===== config.mk =====
export PLATFORM = sky130hd
export DESIGN_NAME = capfault_led_latch
export DESIGN_NICKNAME = d
export VERILOG_FILES = /design/src/rtl/capled_pkg.sv /design/src/rtl/capled_code_decode.sv /design/src/rtl/capled_csr_port.sv /design/src/rtl/capled_latch.sv /design/src/rtl/capfault_led_latch.sv
export SDC_FILE = /design/constraint.sdc
export NUM_CORES = 1
export LEC_CHECK = 0
export BUFFER_PORTS_ARGS = -buffer_cell sky130_fd_sc_hd__buf_2
export CORE_UTILIZATION = 34
export DETAILED_ROUTE_END_ITERATION = 8
export PLACE_DENSITY = 0.88
export SYNTH_ARGS = -nofsm -noshare
export SYNTH_HDL_FRONTEND = slang
export SYNTH_SLANG_ARGS = --single-unit
export TNS_END_PERCENT = 10

===== constraint.sdc =====
create_clock -name clk_i -period 1.8 [get_ports clk_i]
set_input_delay 0.27 -clock clk_i [delete_from_list [all_inputs] [get_ports clk_i]]
set_output_delay 0.27 -clock clk_i [all_outputs]
set_load 0.1 [all_outputs]

===== src/rtl/capled_pkg.sv =====
package capled_pkg;

    localparam int unsigned NUM_CAP_CODES = 9;

    // Exception codes that own an indicator bit (bit index equals code).
    localparam int unsigned CAP_CODES [NUM_CAP_CODES] = '{1, 2, 3, 17, 18, 19, 21, 22, 24};

    localparam int unsigned OVERRIDE_BIT = 0;

    function automatic logic [63:0] cap_code_mask();
        logic [63:0] m;
        m = '0;
        for (int k = 0; k < int'(NUM_CAP_CODES); k++) begin
            m[CAP_CODES[k]] = 1'b1;
        end
        return m;
    endfunction

    function automatic logic [63:0] csr_write_mask();
        logic [63:0] m;
        m = cap_code_mask();
        m[OVERRIDE_BIT] = 1'b1;
        return m;
    endfunction

endpackage


===== src/rtl/capled_code_decode.sv =====
module capled_code_decode #(
    parameter int unsigned CODE_W = 5,
    parameter int unsigned DATA_W = 32
) (
    input  logic              valid_i,
    input  logic [CODE_W-1:0] code_i,
    output logic [DATA_W-1:0] set_vec_o
);
    localparam logic [63:0] CODE_MASK = capled_pkg::cap_code_mask();

    for (genvar i = 0; i < int'(DATA_W); i++) begin : g_bit
        if (i != int'(capled_pkg::OVERRIDE_BIT) && CODE_MASK[i]) begin : g_mapped
            localparam logic [CODE_W-1:0] IDX = CODE_W'(i);
            assign set_vec_o[i] = valid_i && (code_i == IDX);
        end else begin : g_unmapped
            assign set_vec_o[i] = 1'b0;
        end
    end
endmodule


===== src/rtl/capled_csr_port.sv =====
module capled_csr_port #(
    parameter int unsigned          ADDR_W   = 12,
    parameter int unsigned          DATA_W   = 32,
    parameter logic [ADDR_W-1:0]    CSR_ADDR = 12'hBC0
) (
    input  logic              en_i,
    input  logic              we_i,
    input  logic [ADDR_W-1:0] addr_i,
    input  logic [DATA_W-1:0] wdata_i,
    input  logic [DATA_W-1:0] latch_i,
    output logic              wr_hit_o,
    output logic [DATA_W-1:0] wr_val_o,
    output logic [DATA_W-1:0] rdata_o
);
    localparam logic [DATA_W-1:0] WR_MASK = DATA_W'(capled_pkg::csr_write_mask());

    logic sel;

    always_comb begin
        sel      = en_i && (addr_i == CSR_ADDR);
        wr_hit_o = sel && we_i;
        wr_val_o = wdata_i & WR_MASK;
        rdata_o  = sel ? latch_i : '0;
    end
endmodule


===== src/rtl/capled_latch.sv =====
module capled_latch #(
    parameter int unsigned DATA_W = 32
) (
    input  logic              clk_i,
    input  logic              rst_ni,
    input  logic              wr_hit_i,
    input  logic [DATA_W-1:0] wr_val_i,
    input  logic [DATA_W-1:0] set_vec_i,
    output logic [DATA_W-1:0] latch_o
);
    typedef struct packed {
        logic [DATA_W-1:0] bits;
    } latch_state_t;

    latch_state_t state_d, state_q;

    always_comb begin
        state_d = state_q;
        // Software load takes effect first.
        if (wr_hit_i) begin
            state_d.bits = wr_val_i;
        end
        // Hardware capture only while the override flag is clear.
        if (!state_d.bits[capled_pkg::OVERRIDE_BIT]) begin
            state_d.bits = state_d.bits | set_vec_i;
        end
    end

    always_ff @(posedge clk_i or negedge rst_ni) begin
        if (!rst_ni) begin
            state_q <= '0;
        end else begin
            state_q <= state_d;
        end
    end

    assign latch_o = state_q.bits;
endmodule


===== src/rtl/capfault_led_latch.sv =====
module capfault_led_latch #(
    parameter int unsigned       CODE_W   = 5,
    parameter int unsigned       ADDR_W   = 12,
    parameter int unsigned       DATA_W   = 32,
    parameter logic [ADDR_W-1:0] CSR_ADDR = 12'hBC0
) (
    input  logic              clk_i,
    input  logic              rst_ni,
    input  logic              exc_valid_i,
    input  logic [CODE_W-1:0] exc_code_i,
    input  logic              csr_en_i,
    input  logic              csr_we_i,
    input  logic [ADDR_W-1:0] csr_addr_i,
    input  logic [DATA_W-1:0] csr_wdata_i,
    output logic [DATA_W-1:0] csr_rdata_o,
    output logic [DATA_W-1:0] led_o
);
    logic [DATA_W-1:0] set_vec;
    logic              wr_hit;
    logic [DATA_W-1:0] wr_val;
    logic [DATA_W-1:0] latch;

    capled_code_decode #(
        .CODE_W (CODE_W),
        .DATA_W (DATA_W)
    ) u_decode (
        .valid_i   (exc_valid_i),
        .code_i    (exc_code_i),
        .set_vec_o (set_vec)
    );

    capled_csr_port #(
        .ADDR_W   (ADDR_W),
        .DATA_W   (DATA_W),
        .CSR_ADDR (CSR_ADDR)
    ) u_csr (
        .en_i     (csr_en_i),
        .we_i     (csr_we_i),
        .addr_i   (csr_addr_i),
        .wdata_i  (csr_wdata_i),
        .latch_i  (latch),
        .wr_hit_o (wr_hit),
        .wr_val_o (wr_val),
        .rdata_o  (csr_rdata_o)
    );

    capled_latch #(
        .DATA_W (DATA_W)
    ) u_latch (
        .clk_i     (clk_i),
        .rst_ni    (rst_ni),
        .wr_hit_i  (wr_hit),
        .wr_val_i  (wr_val),
        .set_vec_i (set_vec),
        .latch_o   (latch)
    );

    assign led_o = latch;
endmodule


==> results.cfg <==
[synth]
synth_top_flop_cell = dfrtp_1
async_flop_share_pct = 100
netlist_instances = 113
synth_top_area_share_pct = 31.1
yosysSeqAreaShare_pct = 23.6
synth_area_per_cell_um2 = 9.39
synth_edf_count = 0
syn-cell-area_um2 = 1060
synth.area.top_cells = buf_4 (31%), dfrtp_1 (24%), mux2i_1 (8.5%)
synth.ff_latch_count = 10
synth_cell_type_count = 22
synth_top_cell_by_area = buf_4
synthTopCellsByCount = buf_4 (44), a21oi_1 (16), and2_1 (10), dfrtp_1 (10), mux2i_1 (9)
synth_top_family_by_area = buffers and inverters
synthAdderAreaFrac_pct = 0
synthMostInstantiatedCell = buf_4
muxShareOfSynthArea_pct = 9.91
synthSimpleGateAreaFrac_pct = 25.2
synth_xor_xnor_area_share_pct = 0
yosysWarnings = 0
synth_compound_area_share_pct = 8.73

[setup_path]
crit_fanout = 6
path_buf_inv = 3
crit_family = simple AND/OR/NAND/NOR gates
r2r_cells = 3
cp_data_required_time_ns = 1.53
start_kind = input port
reg2reg_from = u_latch.latch_o[0]
cp-end-kind = output port
arrival_ns = 1.71
startpoint = csr_addr_i[2]
r2r_slack_ns = 0.55
cp_slowest_stage_delay_ns = 0.55
critical-path-slowest-cell = or4bb_4
cp_cell_sequence = buf_6 -> or4bb_4 -> nor4_4 -> buf_4 -> and2_4 -> buf_12
critPathKind = in2out
r2r_end = u_latch.latch_o[17]

[clock_network]
numCtsBuffers = 3
clockRootBuffer = clkbuf_4
clockBufferDepth = 2
clkLatencyLatePin_ns = 0.28
h-tree-depth = 1
cts.sinks = 10
post_cts_buffers = 0
clk_pin_slew_ns = 0.08
cts_tree = built

[cells_and_area]
n_antenna_cell = 0
postLayoutCoreUtil_pct = 50.7
post-route-cell-area_um2 = 1450
fillers = 280
nets = 228
drive_gt1_share_pct = 45.7
largest_reg_flops = 10
layout.cells.non_filler = 204
seq_area_um2 = 250
areaGrowthSynthToFinish_pct = 36.4
multi_input_area_um2 = 656

[worst_hold_path]
holdPathStages = 3
hold_path_end = u_latch.latch_o[3]
min_path_type = in2reg
hp-start = csr_wdata_i[3]

[timing]
finalSetupViolations = 10
drv_slew = 0
hold_viol_final = 0
timing.fmax_ghz = 0.504
skew_ns = 0.0109
slew_headroom_pct = 62.9
holdWs_ns = 0.255
period_share_pct = 110
layout_setup_ws_ns = -0.184
period_needed_ns = 1.98
worst_slew_pin_slew_ns = 0.555
rsz0062_at_grt = yes
fin_tns_setup_ns = -1.75

[route]
ant_nets = 0
wirelength_mm = 2.36
wl_per_cell_um = 11.5
drc = 4
drtIter0Drc = 19
vias = 905
avgViaCountPerCell = 4.44
first_pass_iters = 6

[placed_design]
dp_hpwl_mm = 1.98
dp_cells = 199
port_buffers = 51
place_congestion = 0.850
dp_slack_ns = -0.202
placed_area_um2 = 1400

[grt]
antenna_found_initial = 0
grt_pass1_vias = 806
grt_max_degree = 11
grt_pass1_wl_mm = 3.70
grt.overflow.total = 0
grt_use_total_pct = 14.5

[outcome]
violations = DRC, setup timing
status = finished, violations left

[run]
maxCapViolCount = 0

[power]
power.leakage_nw = 0.726
ir_drop_mv = 0.592
powerDensity_nw_per_um2 = 996
power.total_mw = 1.44

[floorplan]
die-area_um2 = 3350
initial_utilization_pct = 37.2
num_rows = 19
ios = 118
die_h_um = 57.9
core_area_um2 = 2850
die_w_um = 57.9
worst max-delay path by stage:
stage / end / slack [ns] / depth (start not counted)
2_1_floorplan: csr_rdata_o[0] / -0.16 / 3
3_3_place_gp: csr_rdata_o[21] / -0.20 / 6
3_5_place_dp: csr_rdata_o[18] / -0.20 / 6
4_1_cts: csr_rdata_o[18] / -0.19 / 6
5_1_grt: csr_rdata_o[2] / -0.25 / 6
6_report: csr_rdata_o[18] / -0.18 / 6
per-layer routing:
metal | vias to the layer above | track usage, % | routed length [µm]
met5 | - | 0 | 0
met4 | 0 | 3.06 | 17
met3 | 3 | 4.46 | 174
met2 | 48 | 25.9 | 1250
met1 | 424 | 16.9 | 913
li1 | 430 | - | -
cells by family after synthesis:
group,after synthesis
compound gates,18
buf+inv,45
flops,10
mux,10
other cells,1
simple gates,29
what timing repair did:
action                                  in CTS  in global routing
endpoints found under the setup margin      10                 10
gates cloned                                 0                  0
pin swaps                                    8                  0
endpoints found under the hold margin       10                  0
hold buffers                                 1                  0
gates resized for setup                      1                  0
cell usage in the layout (no fill, tap or decap), types with 3 or more instances in the layout:
| master | synthesis | layout |
|---|---|---|
| a21oi_1 | 16 | 16 |
| and2_4 | 0 | 10 |
| buf_12 | 0 | 10 |
| buf_2 | 0 | 40 |
| buf_4 | 44 | 6 |
| clkbuf_4 | 0 | 3 |
| conb_1 | 1 | 44 |
| dfrtp_1 | 10 | 10 |
| mux2i_1 | 9 | 9 |
| nor3b_1 | 4 | 4 |
power by group:
part           switching (mW)  total (mW)  internal (mW)
combinational           0.817       0.915         0.0987
clock                  0.0953       0.219          0.123
sequential             0.0382       0.308          0.270
total                   0.950        1.44          0.492
worst register-to-register path: cells and delay by family (launching register included):
kind | cells | cell delay (ns)
flops | 1 | 0.45
simple gates | 1 | 0.45
compound gates | 1 | 0.12
mux | 1 | 0.15
final cells by class:
type / count / area share, %
tap: 31 / 2.68
timing repair buffer: 58 / 32.2
sequential: 10 / 17.3
clock buffer: 4 / 2.51
multi-input combinational: 101 / 45.3
Note: power is estimated with default switching activity, not from simulation.
